[src/rtl/ulaw_pkg.sv]
`timescale 1ns/1ps
package ulaw_pkg;
  localparam int BYTE_W = 8;
  localparam int LIN_W  = 16;
  localparam int CFG_W  = 3;
  localparam int SEG_W  = 3;
  localparam int MANT_W = 4;
  localparam int CLIP   = 32635;
  localparam int BIAS   = 132;

  localparam int CFG_EN  = 0;
  localparam int CFG_EXP = 1;
  localparam int CFG_CMP = 2;

  localparam int ADR_CFG = 0;
  localparam int ADR_LO  = 1;
  localparam int ADR_HI  = 2;

  typedef enum logic [2:0] {
    ACT_IDLE,
    ACT_CFG,
    ACT_LO,
    ACT_STORE_HI,
    ACT_EXPAND,
    ACT_COMPRESS,
    ACT_RX
  } act_e;
endpackage

[src/rtl/ulaw_compress.sv]
`timescale 1ns/1ps
module ulaw_compress
  import ulaw_pkg::*;
#(
  parameter int LW = LIN_W,
  parameter int CW = BYTE_W
) (
  input  logic [LW-1:0] lin,
  output logic [CW-1:0] code
);
  localparam int MW  = LW + 1;
  localparam int BW  = LW - 1;
  localparam int NSEG = 1 << SEG_W;
  localparam int SEG_BASE = BW - NSEG;

  logic          sgn;
  logic [MW-1:0] mag;
  logic [BW-1:0] biased;
  logic [BW-1:0] shifted;
  logic [SEG_W-1:0] seg;

  always_comb begin
    sgn = lin[LW-1];
    mag = sgn ? (MW'(0) - {lin[LW-1], lin}) : {1'b0, lin};
    if (mag > MW'(CLIP)) mag = MW'(CLIP);
    biased = BW'(mag[BW-1:0] + BW'(BIAS));
    seg = '0;
    for (int i = 0; i < NSEG; i++) begin
      if (biased[SEG_BASE + i]) seg = SEG_W'(i);
    end
    shifted = biased >> (5'(seg) + 5'(SEG_BASE - MANT_W));
    code = ~{sgn, seg, shifted[MANT_W-1:0]};
  end
endmodule

[src/rtl/ulaw_expand.sv]
`timescale 1ns/1ps
module ulaw_expand
  import ulaw_pkg::*;
#(
  parameter int LW = LIN_W,
  parameter int CW = BYTE_W
) (
  input  logic [CW-1:0] code,
  output logic [LW-1:0] lin
);
  localparam int BW = LW - 1;

  logic [CW-1:0]     inv;
  logic [BW-1:0]     base;
  logic [BW-1:0]     scaled;
  logic [BW-1:0]     mag;

  always_comb begin
    inv    = ~code;
    base   = BW'({inv[MANT_W-1:0], 3'b000}) + BW'(BIAS);
    scaled = base << inv[MANT_W +: SEG_W];
    mag    = scaled - BW'(BIAS);
    lin    = inv[CW-1] ? (LW'(0) - {1'b0, mag}) : {1'b0, mag};
  end
endmodule

[src/rtl/ulaw_decode.sv]
`timescale 1ns/1ps
module ulaw_decode
  import ulaw_pkg::*;
#(
  parameter int AW = 2
) (
  input  logic          wr_en,
  input  logic [AW-1:0] wr_addr,
  input  logic [CFG_W-1:0] cfg,
  input  logic          rx_valid,
  output act_e          act,
  output logic          tx_fire
);
  always_comb begin
    act     = ACT_IDLE;
    tx_fire = 1'b0;
    if (wr_en) begin
      if (wr_addr == AW'(ADR_CFG)) begin
        act = ACT_CFG;
      end else if (wr_addr == AW'(ADR_LO)) begin
        act = ACT_LO;
      end else if (wr_addr == AW'(ADR_HI)) begin
        if (cfg[CFG_EN]) begin
          act     = ACT_STORE_HI;
          tx_fire = 1'b1;
        end else if (cfg[CFG_EXP] && !cfg[CFG_CMP]) begin
          act = ACT_EXPAND;
        end else if (!cfg[CFG_EXP] && cfg[CFG_CMP]) begin
          act = ACT_COMPRESS;
        end else begin
          act = ACT_STORE_HI;
        end
      end
    end else if (rx_valid && cfg[CFG_EN]) begin
      act = ACT_RX;
    end
  end
endmodule

[src/rtl/ulaw_engine.sv]
`timescale 1ns/1ps
module ulaw_engine
  import ulaw_pkg::*;
#(
  parameter int ADDR_W = 2,
  parameter int DW     = BYTE_W,
  parameter int SW     = LIN_W
) (
  input  logic              clk,
  input  logic              rst,
  input  logic              wr_en,
  input  logic [ADDR_W-1:0] wr_addr,
  input  logic [DW-1:0]     wr_data,
  input  logic [ADDR_W-1:0] rd_addr,
  output logic [DW-1:0]     rd_data,
  output logic              done,
  input  logic              rx_valid,
  input  logic [SW-1:0]     rx_sample,
  output logic              tx_valid,
  output logic [SW-1:0]     tx_sample
);
  logic [CFG_W-1:0] cfg_q;
  logic [DW-1:0]    hi_q, lo_q, rd_q;
  logic             done_q, tx_valid_q;
  logic [SW-1:0]    tx_sample_q;

  act_e             act;
  logic             tx_fire;
  logic [SW-1:0]    cmp_in, exp_out;
  logic [DW-1:0]    cmp_out;
  logic [DW-1:0]    rd_mux;

  ulaw_decode #(.AW(ADDR_W)) u_dec (
    .wr_en(wr_en), .wr_addr(wr_addr), .cfg(cfg_q),
    .rx_valid(rx_valid), .act(act), .tx_fire(tx_fire)
  );

  assign cmp_in = (act == ACT_COMPRESS) ? {wr_data, lo_q} : rx_sample;

  ulaw_compress #(.LW(SW), .CW(DW)) u_cmp (.lin(cmp_in), .code(cmp_out));
  ulaw_expand   #(.LW(SW), .CW(DW)) u_exp (.code(wr_data), .lin(exp_out));

  always_comb begin
    if (rd_addr == ADDR_W'(ADR_CFG))     rd_mux = DW'(cfg_q);
    else if (rd_addr == ADDR_W'(ADR_LO)) rd_mux = lo_q;
    else if (rd_addr == ADDR_W'(ADR_HI)) rd_mux = hi_q;
    else                                 rd_mux = '0;
  end

  always_ff @(posedge clk) begin
    if (rst) begin
      cfg_q       <= '0;
      hi_q        <= '0;
      lo_q        <= '0;
      rd_q        <= '0;
      done_q      <= 1'b0;
      tx_valid_q  <= 1'b0;
      tx_sample_q <= '0;
    end else begin
      rd_q       <= rd_mux;
      done_q     <= (act == ACT_EXPAND) || (act == ACT_COMPRESS);
      tx_valid_q <= tx_fire;
      if (tx_fire)
        tx_sample_q <= cfg_q[CFG_EXP] ? exp_out : {wr_data, lo_q};
      case (act)
        ACT_CFG:      cfg_q <= wr_data[CFG_W-1:0];
        ACT_LO:       lo_q  <= wr_data;
        ACT_STORE_HI: hi_q  <= wr_data;
        ACT_EXPAND:   {hi_q, lo_q} <= exp_out;
        ACT_COMPRESS: hi_q  <= cmp_out;
        ACT_RX: begin
          if (cfg_q[CFG_CMP]) hi_q <= cmp_out;
          else                {hi_q, lo_q} <= rx_sample;
        end
        default: ;
      endcase
    end
  end

  assign rd_data   = rd_q;
  assign done      = done_q;
  assign tx_valid  = tx_valid_q;
  assign tx_sample = tx_sample_q;

  p_reset_state_r1: assert property (@(posedge clk)
    rst |=> (cfg_q == '0 && !done_q && !tx_valid_q && hi_q == '0 && lo_q == '0));

  p_done_source_r3: assert property (@(posedge clk) disable iff (rst)
    done_q |-> $past(wr_en && wr_addr == ADDR_W'(ADR_HI) && !cfg_q[CFG_EN]
                     && (cfg_q[CFG_EXP] ^ cfg_q[CFG_CMP])));

  p_compress_keeps_lo_r4: assert property (@(posedge clk) disable iff (rst)
    (wr_en && wr_addr == ADDR_W'(ADR_HI) && !cfg_q[CFG_EN] && !cfg_q[CFG_EXP]
     && cfg_q[CFG_CMP]) |=> $stable(lo_q));

  p_ambiguous_store_r7: assert property (@(posedge clk) disable iff (rst)
    (wr_en && wr_addr == ADDR_W'(ADR_HI) && !cfg_q[CFG_EN]
     && (cfg_q[CFG_EXP] == cfg_q[CFG_CMP])) |=> (hi_q == $past(wr_data) && !done_q));

  p_tx_source_r8: assert property (@(posedge clk) disable iff (rst)
    tx_valid_q |-> $past(wr_en && wr_addr == ADDR_W'(ADR_HI) && cfg_q[CFG_EN]));

  p_rx_ignored_r10: assert property (@(posedge clk) disable iff (rst)
    (rx_valid && !cfg_q[CFG_EN] && !wr_en) |=> ($stable(hi_q) && $stable(lo_q)));
endmodule

[config.mk]
export PLATFORM = sky130hd
export DESIGN_NAME = ulaw_engine
export DESIGN_NICKNAME = d
export VERILOG_FILES = /design/src/rtl/ulaw_pkg.sv /design/src/rtl/ulaw_compress.sv /design/src/rtl/ulaw_expand.sv /design/src/rtl/ulaw_decode.sv /design/src/rtl/ulaw_engine.sv
export SDC_FILE = /design/constraint.sdc
export NUM_CORES = 1
export LEC_CHECK = 0
export BUFFER_PORTS_ARGS = -buffer_cell sky130_fd_sc_hd__clkbuf_2
export CAP_MARGIN = 20
export CORE_ASPECT_RATIO = 1.5
export CORE_MARGIN = 2
export CORE_UTILIZATION = 55
export CTS_BUF_LIST = sky130_fd_sc_hd__clkbuf_2
export DETAILED_ROUTE_END_ITERATION = 8
export PLACE_DENSITY_LB_ADDON = 0.08
export SKIP_LAST_GASP = 1
export SLEW_MARGIN = 20
export SYNTH_ARGS = -nofsm -noshare
export SYNTH_HDL_FRONTEND = slang
export SYNTH_HIERARCHICAL = 1
export SYNTH_SLANG_ARGS = --single-unit
[constraint.sdc]
create_clock -name clk -period 9.1 [get_ports clk]
set_clock_uncertainty 0.15 [all_clocks]
set_input_delay 1.82 -clock clk [delete_from_list [all_inputs] [get_ports clk]]
set_output_delay 1.82 -clock clk [all_outputs]
set_load 0.005 [all_outputs]
* Word-level counts from Yosys, hierarchy flattened
Index checks and enable logic that the tools add are counted.
** Storage, ports and cells
- Flip-flop bits (word level) :: 45
- Latch bits :: 0
- Memory bits (writable) :: 0
- Memory bits (read-only) :: 0
- Bits of input ports :: 32
- Output and inout port bits :: 26
- Memories :: 0
** Operators by class
- $add $sub $neg :: 6
- $mul :: 0
- Div/mod/pow operators :: 0
- Magnitude comparators :: 1
- Equality and inequality tests :: 11
- Shifts and indexed selects :: 2
- Multiplexer cells :: 32
- Bitwise operators :: 2
- Reductions and logical operators :: 12
** Operators by type and width (count)
- 2-to-1 mux 16 bit :: 3
- 2-to-1 mux 3 bit :: 13
- 2-to-1 mux 8 bit :: 4
- case mux 8 bit (4 select lines) :: 1
- case mux 8 bit (3 select lines) :: 1
- > comparator 17 x 15 -> 1 bit (second input constant) :: 1
- 2-to-1 mux 17 bit :: 1
- subtractor 1 x 16 -> 17 bit (first input constant) :: 1
- inverter 8 bit :: 2
- subtractor 1 x 15 -> 16 bit (first input constant) :: 1
- adder 15 x 8 -> 15 bit (second input constant) :: 1
- 2-to-1 mux 15 bit :: 1
- << shifter 15 x 3 -> 15 bit :: 1
- right shift 15 x 5 -> 4 bit :: 1
- subtractor 15 x 8 -> 15 bit (second input constant) :: 1
- adder 7 x 8 -> 9 bit (second input constant) :: 1
- == test 3 bit (second input constant) :: 3
- == test 3 x 2 -> 1 bit (second input constant) :: 2
- 2-to-1 mux 1 bit :: 6
- adder 3 x 2 -> 4 bit (second input constant) :: 1
- == test 2 x 1 -> 1 bit (second input constant) :: 2
- == test 2 bit (second input constant) :: 2
- zero test 2 bit :: 2
- 2-to-1 mux 2 bit :: 2
- 9 further kinds :: 12

* Logic depth before layout (Yosys ltp)
Gate-level depths: netlist of run 1.
- Depth in word-level cells :: 28
- Depth in mapped cells :: 34
- Gate-level depth less buffers :: 28

* Modules after synthesis
Netlist of run 1, hierarchy kept.
** Modules (own cells, without submodules)
- ulaw_engine :: times used 1, cells each 279, area each 2513.7 µm², sequential area each 900.9 µm²
- ulaw_compress :: times used 1, cells each 195, area each 1443.9 µm², sequential area each 0.0 µm²
- ulaw_expand :: times used 1, cells each 133, area each 1028.5 µm², sequential area each 0.0 µm²
- ulaw_decode :: times used 1, cells each 14, area each 97.6 µm², sequential area each 0.0 µm²

* Worst setup path after synthesis of run 1
No wires, ideal clock.
- Path type :: input to register
- Start :: input port wr_addr[1]
- End :: register hi_q[0]
- Arrival :: 8.234 ns
- Data required time :: 8.833 ns
- Slack :: 0.599 ns
- Cell stages on the path :: 31
- Buffers on the path :: 6
- Cell sequence :: xnor2_1 > a221oi_2 > buf_6 > nand2b_4 > buf_6 > or2_4 > buf_6 > mux2_4 > inv_1 > ha_1 > buf_2 > or4b_4 > o41ai_2 > xnor2_1 > o2111ai_1 > o31a_1 > nand2_1 > ha_1 > buf_1 > nor2_1 > a32o_1 > or3_1 > a221oi_1 > a31o_2 > buf_2 > mux2i_1 > mux2i_1 > mux2_2 > o22ai_1 > nand2_1 > a22o_1
** Between the ends
- Longest elaborated chain between the ends :: 24
- Elaborated cells on any way between the ends :: 30
** Ends and longest elaborated chain
- start, declared :: line ulaw_engine.sv:12 : input logic [ADDR_W-1:0] wr_addr,
- == test 2 bit :: line ulaw_decode.sv:22 : end else if (wr_addr == AW'(ADR_HI)) begin
- 2-to-1 mux 3 bit :: line ulaw_decode.sv:22
- 2-to-1 mux 3 bit :: line ulaw_decode.sv:20 : end else if (wr_addr == AW'(ADR_LO)) begin
- 2-to-1 mux 3 bit (*) :: line ulaw_decode.sv:18 : if (wr_addr == AW'(ADR_CFG)) begin
- 2-to-1 mux 3 bit (*) :: line ulaw_decode.sv:17 : if (wr_en) begin
- named net act[1] :: line ulaw_engine.sv:27 : act_e act;
- == test 3 bit (*) :: line ulaw_engine.sv:38 : assign cmp_in = (act == ACT_COMPRESS) ? {wr_data, lo_q} : rx_sample;
- 2-to-1 mux 16 bit (*) :: line ulaw_engine.sv:38
- named net cmp_in[0] :: line ulaw_engine.sv:29 : logic [SW-1:0] cmp_in, exp_out;
- (+6 left out)
- 2-to-1 mux 2 bit (2 in series) :: line ulaw_compress.sv:29 : if (biased[SEG_BASE + i]) seg = SEG_W'(i);
- 2-to-1 mux 3 bit (4 in series) :: line ulaw_compress.sv:29
- adder 3 x 2 -> 4 bit :: line ulaw_compress.sv:31 : shifted = biased >> (5'(seg) + 5'(SEG_BASE - MANT_W));
- right shift 15 x 5 -> 4 bit (*) :: line ulaw_compress.sv:31
- inverter 8 bit (*) :: line ulaw_compress.sv:32 : code = ~{sgn, seg, shifted[MANT_W-1:0]};
- named net cmp_out[0] :: line ulaw_engine.sv:30 : logic [DW-1:0] cmp_out;
- 2-to-1 mux 8 bit :: line ulaw_engine.sv:72 : if (cfg_q[CFG_CMP]) hi_q <= cmp_out;
- case mux 8 bit (4 select lines) (*) :: line ulaw_engine.sv:65 : case (act)
- end signal, assigned :: line ulaw_engine.sv:68 : ACT_STORE_HI: hi_q <= wr_data;
- end signal, assigned :: line ulaw_engine.sv:72
- end signal, assigned :: line ulaw_engine.sv:73 : else {hi_q, lo_q} <= rx_sample;
- end, declared :: line ulaw_engine.sv:23 : logic [DW-1:0] hi_q, lo_q, rd_q;
Mark *: on every way through the listed nets, which the timed path passes. The rest lies on a longest branch.
A chain may end at the register's enable or synchronous reset.

* Final worst setup path of run 1
- Start :: input port wr_addr[0]
- End :: register hi_q[2]
Same word-level chain as after synthesis.

==> metrics.txt, run 1 <==
status=finished clean; PD cells=108 mW/mm²; Tightest Pin Transition=903 ps; average vias per placed instance=6.54; synth-to-layout area growth=5.54%; TritonCTS Buffers=5; die area=0.0100 mm²; I/O Buffers=57; post-synth top area cell=dfxtp_1; Setup Crit Path Kind=in2reg; Synth cell types=approximately 100; CP endpoint kind=flip-flop; Pre-antenna DRT Iters=5; largest family of logic cells by synthesized area=compound AO/OA/AOI/OAI gates; Die Wd=between 80 and 90 µm; layout cell share with drive strength beyond 1=0.231; Total GRT Usage=0.307; endpoints failing setup=0; Pwr Total=580 µW; number of antenna violations at the first check in global routing=0; CTS Sinks=45; DIE HEIGHT=122 µm; post-DP HPWL=11700 µm; relative slew slack=0.393; CTS tree=built; area of the multi-input gates=0.00385 mm²; fin crit share=0.946; mapped cell area=approximately 0.0051 mm²; FF+latch area=roughly 900 µm²; pin count of the biggest net entering global routing=42; class of the worst hold path=reg2reg; n_diodes=0; Startpoint Class=primary input; H-tree levels=2; compound-cell area share of the yosys netlist=0.301; Placed Area=0.00532 mm²; WL per Instance=~20 µm; Post-synth EDFFs=0; RSZ-0062 raised after global routing=no; Iter 0 DRT Violations=~410; Final nets=687; worst setup slack after layout=496 ps; Slew Viols, Final=0; worst hold slack=352 ps; syn_area_per_cell=8.19 µm²; core area=around 0.009 mm²; Resized cells post-CTS=0; Synth top area share=0.177; Design Area, Final=approximately 0.0054 mm²; multiplexer share of the synthesized area=0.149; first-pass GRT wire length=around 24000 µm; register bit total from synthesis=45; placed cell count=~750; Main synth FF type=dfxtp_1; via count=between 4k and 5k; root buf cell=clkbuf_2; XOR/XNOR Fraction of Synth Area=0.0586; CP required=9250 ps; Max VDD drop=77.2 µV; register area share after synthesis=0.177; Initial Util=0.556; setup slack at placement=168 ps; CTS Buffer Depth=2; # fillers=approximately 900; WL final=15300 µm; Arrival @ worst endpoint=8750 ps; remaining global-route overflow=0; P_leak=2.03 nW; clock latency on the worst-skew pair=between 400 and 500 ps; Setup Buffers After CTS=0; asr flop ratio synth=0; Post-Synth Simple-Gate Area=0.226; clock-pin slew on the worst setup and hold paths=220 ps; ANT nets after route=0; hold-fix buffers at CTS=0; vias in the first global route=4638; synth top area cells=dfxtp_1 18%, mux2i_1 7.3%, nor2_1 4.9%; warning count from the yosys run=6; RePlAce Congestion=~0.96; Final Core Density=0.587; TNS Setup=0 ps; max-cap violations=0; post-synthesis cell count=621; minimum clock period=8600 ps; DRC Markers=0; row count=43; Top Ports=a little under 60; crit path max fanout=13; Final Hold Viols=0; Non-Filler Instances=roughly 760; Synth Area in Adders=0.0172; fmax=116 MHz
[per-layer routing]
metal / GRT usage / part of all wire
met3: 0.0356 / 0.046
met2: 0.534 / 0.50
met5: 0 / 0
met4: 0.160 / 0.054
met1: 0.358 / 0.40
[cell usage after synthesis, types with 6 or more instances]
cell type,number
xor2_1,7
o2bb2ai_1,9
nand4_1,6
o31ai_1,7
xnor2_1,27
nor2_1,66
inv_1,19
clkbuf_1,16
mux2i_1,37
a31oi_1,8
o211ai_1,9
o21ai_0,24
mux2_2,10
a22o_1,7
nand3_1,12
or2_2,6
mux2_4,16
o22ai_1,9
nor3_1,12
a21oi_1,31
buf_2,14
dfxtp_1,45
a211oi_1,20
nand2b_1,12
nor2b_1,11
buf_6,9
nand2_1,32
ha_1,7
a22oi_1,7
[cell type report]
cell class / count / share of cell area
Multi-Input combinational cell: 509 / 0.718
Sequential cell: 45 / 0.168
Timing Repair Buffer: 66 / 0.0658
Tap cell: 112 / 0.0261
Inverter: 21 / 0.0147
Clock buffer: 5 / 0.00466
Clock inverter: 3 / 0.00326
[registers in the layout (all words and copies together) (netlist names)]
signal,flops
tx_sample,16
hi_q,8
lo_q,8
rd_data,8
cfg_q,3
done,1
tx_valid,1
[layout by cell type (no fill, tap or decap), types with 7 or more instances in the layout]
cell type / count
o211ai_1: 9
nand2b_1: 12
nor2b_1: 11
nand2_1: 32
ha_1: 7
xnor2_1: 27
a211oi_1: 20
inv_1: 19
a21oi_1: 31
mux2_4: 16
a31oi_1: 8
mux2i_1: 37
nand3_1: 12
o21ai_0: 24
dfxtp_1: 45
buf_4: 9
nor3_1: 12
o2bb2ai_1: 9
mux2_2: 10
o22ai_1: 9
a22o_1: 7
a22oi_1: 7
clkbuf_2: 62
xor2_1: 7
nor2_1: 65
[worst paths after layout]
kind,slack (ps),startpoint,endpoint,depth (start not counted)
max,500,wr_addr[0],hi_q[2],27
min,350,hi_q[1],hi_q[1],2
max reg2reg,1090,cfg_q[2],hi_q[2],28
min reg2reg,350,hi_q[1],hi_q[1],2
[where the power goes]
group / internal, mW / switching (mW) / leakage, nW
Combinational: 0.112 / 0.168 / 1.64
Sequential: 0.205 / 0.00963 / 0.365
Clock: 0.0182 / 0.0670 / 0.0304
Total: 0.336 / 0.244 / 2.03
[logic make-up after synthesis]
logic type / after synthesis
other: 1
DFF: 45
and+or+nand+nor: 207
buffers and inverters: 68
AOI/OAI and AO/OA: 193
xor gates and xnor gates: 34
adders and majority gates: 7
muxes: 66
[worst max-delay path: stages]
cell and delay [ps]:
clkbuf_2 120, nand3b_1 270, o31ai_2 290, inv_1 130, or2_4 330, mux2_4 340
inv_1 60, ha_1 300, or4b_4 540, o31a_1 360, xor2_1 230, nand3_1 290
o31ai_1 410, nor2_1 100, ha_1 290, nor2_1 230, a2bb2oi_1 340, nor4_1 150
mux2_1 320, a221oi_1 350, a31o_2 420, mux2_2 380, o221a_1 270, mux2i_1 140
a21oi_1 80, nor2_1 100, o31ai_1 70
(Power assumes the default switching activity.)
==> run 2, diff against run 1 <==
--- a/config.mk
+++ b/config.mk
@@ -13,6 +13,7 @@
 export CTS_BUF_LIST = sky130_fd_sc_hd__clkbuf_2
 export DETAILED_ROUTE_END_ITERATION = 8
 export PLACE_DENSITY_LB_ADDON = 0.08
+export RECOVER_POWER = 50
 export SKIP_LAST_GASP = 1
 export SLEW_MARGIN = 20
 export SYNTH_ARGS = -nofsm -noshare
==> run 2 against run 1 <==
Net effect: the flow now finishes with violations (max-capacitance violations, max-slew violations); combinational power about the same; cell area decreased by 0.37%; clock power about the same; non-clock buffer count unchanged; critical endpoint unchanged; sequential power about the same; routed wire length about the same; highest routed layer unchanged; total power about the same; sequential cell count unchanged.
==> metrics.txt, run 2 (synthesized netlist as in run 1, its figures left out) <==
status=finished, violations left; failing checks=max-capacitance violations, max-slew violations; Arrival @ worst endpoint=8750 ps (about the same); Pwr Total=580 µW (about the same); Iter 0 DRT Violations=429 (+4.1%); FF-to-FF setup slack=1050 ps (-40 ps); Final Hold Viols=0 (unchanged); TNS Setup=0 ps (unchanged); Gate power share=0.483 (about the same); Total GRT Usage=0.307 (unchanged); via count=4943 (-0.64%); CP endpoint kind=flip-flop; PD cells=108 mW/mm² (+0.36%); Critical Path Most Common Cell=nor2_1; # fillers=892 (+1.0%); ANT nets after route=0 (unchanged); Worst Hold End=hi_q[1]; Non-Filler Instances=761 (unchanged); row count=43 (unchanged); TritonCTS Buffers=5 (unchanged); Tightest Pin Transition=1760 ps (+862 ps); die area=0.0100 mm² (unchanged); CTS tree=built; Top Ports=58 (unchanged); remaining global-route overflow=0 (unchanged); fmax=116 MHz (-0.36%); first-pass GRT wire length=23800 µm (unchanged); Resized cells post-CTS=0 (unchanged); minimum clock period=8640 ps (+31.4 ps); clock-pin slew on the worst setup and hold paths=220 ps (about the same); CP required=9210 ps (-40 ps); power share of the clock group=0.147 (about the same); Internal Power=335 µW (about the same); Startpoint Class=primary input; max reg flops=16 (unchanged); WL final=15300 µm (about the same); DIE HEIGHT=122 µm (unchanged); Die Wd=82.5 µm (unchanged); worst hold slack=348 ps (-4.83 ps); CTS Sinks=45 (unchanged); WL per Instance=20.1 µm (about the same); I/O Buffers=57 (unchanged); P_leak=1.98 nW (-2.7%); switch share=0.422 (about the same); DRC Markers=0 (unchanged); most common cell after layout, fill and taps aside=nor2_1; HP Start=hi_q[1]; Crit Reg-Reg Endpoint=hi_q[2]; Final nets=687 (unchanged); pin count of the biggest net entering global routing=42 (unchanged); relative slew slack=-0.177 (-0.570); crit path max fanout=13 (unchanged); P_sw=244 µW (about the same); fin crit share=0.949 (+0.00345); Setup Buffers After CTS=0 (unchanged); RSZ-0062 raised after global routing=no; clock latency on the worst-skew pair=420 ps (about the same); Top delay family on crit path=compound AO/OA/AOI/OAI gates; Worst R2R Start=cfg_q[2]; average vias per placed instance=6.50 (-0.64%); Pre-antenna DRT Iters=5 (unchanged); Reg power frac=0.370 (about the same); post-DP HPWL=11700 µm (unchanged); n_diodes=0 (unchanged); Max VDD drop=77.4 µV (+0.21%); placed cell count=753 (unchanged); root buf cell=clkbuf_2; CP max stage cell=or4b_4; number of antenna violations at the first check in global routing=0 (unchanged); CTS Buffer Depth=2 (unchanged); layout cell share with drive strength beyond 1=0.206 (-0.0247); critical path buffer and inverter count=3 (unchanged); vias in the first global route=4638 (unchanged); class of the worst hold path=reg2reg; Setup Crit Path Kind=in2reg; CP peak stage delay=540 ps (about the same); Slew Viols, Final=42 (+42); RePlAce Congestion=0.960 (unchanged); endpoints failing setup=0 (unchanged); H-tree levels=2 (unchanged); hold-fix buffers at CTS=0 (unchanged); Initial Util=0.556 (unchanged); Worst R2R Path Depth=28 (unchanged); most frequent cells in the layout=65 x nor2_1, 46 x clkbuf_2, 45 x dfxtp_1, 37 x mux2i_1, 32 x nand2_1; Worst Hold Depth=2 (unchanged); max-cap violations=1 (+1); synth-to-layout area growth=5.14%; core area=0.00915 mm² (unchanged)
run 2: cell counts in the layout (fill, tap and decap cells not counted):
Identical to the previous run, type by type.
run 2: tightest hold or removal path, cell delays in order (launching register included):
cell     delay (ps)
dfxtp_1         370
nand2_1          60
o41ai_1          50
run 2: worst max path at each step:
stage                    start  endpoint  depth (start not counted)
finish              wr_addr[0]   hi_q[2]                         27
global route        wr_addr[0]   hi_q[2]                         27
CTS                 wr_addr[0]   hi_q[2]                         27
detailed placement  wr_addr[0]   hi_q[2]                         27
global placement    wr_addr[0]   hi_q[2]                         27
floorplan           wr_addr[1]   hi_q[0]                         31
run 2: power by group through the flow:
stage | Sequential, mW | Clock, mW | Combinational [mW]
final | 0.215 | 0.0852 | 0.280
after detailed placement | 0.218 | 0 | 0.275
after global placement | 0.218 | 0 | 0.271
after global routing | 0.215 | 0.0944 | 0.301
after CTS | 0.214 | 0.0874 | 0.276
after floorplan | 0.213 | 0 | 0.210
run 2: layout make-up:
cell class / instances / area (µm²) / share of cell area
Clock buffer: 5 / 25.0 / 0.00468
Clock inverter: 3 / 17.5 / 0.00328
Sequential cell: 45 / 901 / 0.169
Timing Repair Buffer: 66 / 333 / 0.0623
Multi-Input combinational cell: 509 / 3850 / 0.720
Tap cell: 112 / 140 / 0.0262
Inverter: 21 / 78.8 / 0.0147
run 2: metrics by stage:
step,util,setup slack [ps],cell area (µm²)
CTS,0.586,628,5360
global placement,0.581,401,5320
global route,0.584,44.7,5350
finish,0.584,464,5350
detailed placement,0.581,168,5320
floorplan,-,599,5090
run 2: routing by layer:
metal | routed length, µm | track usage | share of wire | vias up
met4 | 785 | 0.160 | 0.051 | 0
li1 | - | - | - | 2405
met5 | 0 | 0 | 0 | -
met1 | 6110 | 0.358 | 0.40 | 2314
met2 | 7700 | 0.534 | 0.50 | 175
met3 | 684 | 0.0356 | 0.045 | 49
==> run 3, diff against run 2 <==
--- a/config.mk
+++ b/config.mk
@@ -12,7 +12,7 @@
 export CORE_UTILIZATION = 55
 export CTS_BUF_LIST = sky130_fd_sc_hd__clkbuf_2
 export DETAILED_ROUTE_END_ITERATION = 8
-export PLACE_DENSITY_LB_ADDON = 0.08
+export PLACE_DENSITY = 0.8
 export RECOVER_POWER = 50
 export SKIP_LAST_GASP = 1
 export SLEW_MARGIN = 20
==> run 3 against run 2 <==
Net effect: the flow still finishes with violations (max-capacitance violations, max-slew violations); register-to-register slack got worse by 270 ps; via count rose by 3.6%; die area did not move; non-clock buffer count fell by 4; sequential share of layout area rose by 0.075 points; sequential cell count did not move; fmax fell by 1.9%; first-iteration DRC count rose by 36%; count of clock-buffer cells in the layout rose by 1; total power rose by 4.6%; largest cell class unchanged.
==> metrics.txt, run 3 (synthesized netlist as in run 1, its figures left out) <==
first-pass GRT wire length=23700 µm (-0.32%); Setup Crit Path Kind=in2reg; CTS Buffer Depth=2 (unchanged); TNS Setup=0 ps (unchanged); DIE HEIGHT=122 µm (unchanged); failing checks=max-capacitance violations, max-slew violations; minimum clock period=8810 ps (+171 ps); Iter 0 DRT Violations=582 (+36%); DRC Markers=0 (unchanged); n_diodes=0 (unchanged); relative slew slack=-0.223 (-0.0459); Resized cells post-CTS=0 (unchanged); PD cells=114 mW/mm² (+5.1%); Slew Viols, Final=34 (-19%); RePlAce Congestion=1.05 (+9.0%); Total GRT Usage=0.299 (-0.00715); Top Ports=58 (unchanged); P_leak=1.95 nW (-1.1%); synth-to-layout area growth=4.68%; endpoints failing setup=0 (unchanged); Setup Buffers After CTS=0 (unchanged); worst setup slack after layout=293 ps (-171 ps); Pre-antenna DRT Iters=6 (+1); clock-pin slew on the worst setup and hold paths=240 ps (+20 ps); root buf cell=clkbuf_2; max-cap violations=1 (unchanged); WL final=15000 µm (-1.7%); Tightest Pin Transition=1830 ps (+62.1 ps); max reg flops=16 (unchanged); RSZ-0062 raised after global routing=no; setup slack at placement=57.7 ps (-110 ps); TritonCTS Buffers=5 (unchanged); row count=43 (unchanged); CP required=9290 ps (+80 ps); die area=0.0100 mm² (unchanged); layout cell share with drive strength beyond 1=0.194 (-0.0127); placed cell count=749 (-0.53%); Non-Filler Instances=757 (-0.53%); Initial Util=0.556 (unchanged); number of antenna violations at the first check in global routing=0 (unchanged); CTS Sinks=45 (unchanged); Die Wd=82.5 µm (unchanged); via count=5120 (+3.6%); Final Core Density=0.582 (-0.00260); WL per Instance=19.8 µm (-1.2%); pin count of the biggest net entering global routing=42 (unchanged); fmax=114 MHz (-1.9%); Final Hold Viols=0 (unchanged); core area=0.00915 mm² (unchanged); CP endpoint kind=flip-flop; hold-fix buffers at CTS=0 (unchanged); Final nets=683 (-0.58%); Startpoint Class=primary input; clock latency on the worst-skew pair=420 ps (about the same); most common cell after layout, fill and taps aside=nor2_1; CTS tree=built; crit path max fanout=21 (+8); Pwr Total=607 µW (+4.6%); class of the worst hold path=reg2reg; fin crit share=0.968 (+0.0188); Max VDD drop=76.3 µV (-1.4%); I/O Buffers=57 (unchanged); remaining global-route overflow=0 (unchanged); ANT nets after route=0 (unchanged); status=finished, violations left; vias in the first global route=4745 (+2.3%); post-DP HPWL=11400 µm (-2.8%); most frequent cells in the layout=66 x nor2_1, 45 x dfxtp_1, 44 x clkbuf_2, 37 x mux2i_1, 32 x nand2_1; average vias per placed instance=6.76 (+4.1%); H-tree levels=2 (unchanged); Arrival @ worst endpoint=9000 ps (+250 ps)
## run 3: worst paths after layout
path	start	to	slack, ps	cells after the start
min reg2reg	hi_q[1]	hi_q[1]	330	2
max reg2reg	cfg_q[2]	hi_q[1]	780	26
min	hi_q[1]	hi_q[1]	330	2
max	wr_addr[0]	hi_q[1]	290	25
## run 3: routing by layer
metal  routed length, µm  track usage  vias up
li1                    -            -     2381
met1                5810        0.359     2442
met2                7470        0.508      239
met3                 866       0.0348       58
met4                 874        0.165        0
met5                   0            0        -
## run 3: area by class of cell
class,count,area (µm²)
Timing Repair Buffer,62,295
Clock inverter,2,38.8
Sequential cell,45,901
Fill cell,829,3820
Inverter,21,78.8
Multi-Input combinational cell,509,3840
Clock buffer,6,30.0
Tap cell,112,140
## run 3: stage by stage
step	cell area (µm²)	hold WS, ps
final	5320	335
after global placement	5290	301
after CTS	5360	330
after detailed placement	5290	294
after global routing	5320	361
after floorplan	5090	270
## run 3: worst max-delay path: stages
cell and delay, ps:
clkbuf_2 140, xnor2_1 160, a221oi_2 320, nand2b_4 240, or2_4 360, mux2_4 370
inv_1 70, ha_1 160, or4b_4 510, o41ai_2 480, xnor2_1 330, o2111ai_1 280
o31a_1 440, nand2_1 90, ha_1 320, nor2_1 100, a32o_1 310, nor4_1 570
o32ai_4 230, a31oi_4 330, mux2_2 390, nor2b_4 130, nor4_2 330, a2111oi_0 150
o41ai_1 380
## run 3: power by group
| part | total [mW] | leakage [nW] | switching, mW | internal [mW] |
|---|---|---|---|---|
| Combinational | 0.275 | 1.55 | 0.165 | 0.110 |
| Sequential | 0.215 | 0.365 | 0.00964 | 0.205 |
| Clock | 0.117 | 0.0432 | 0.0690 | 0.0481 |
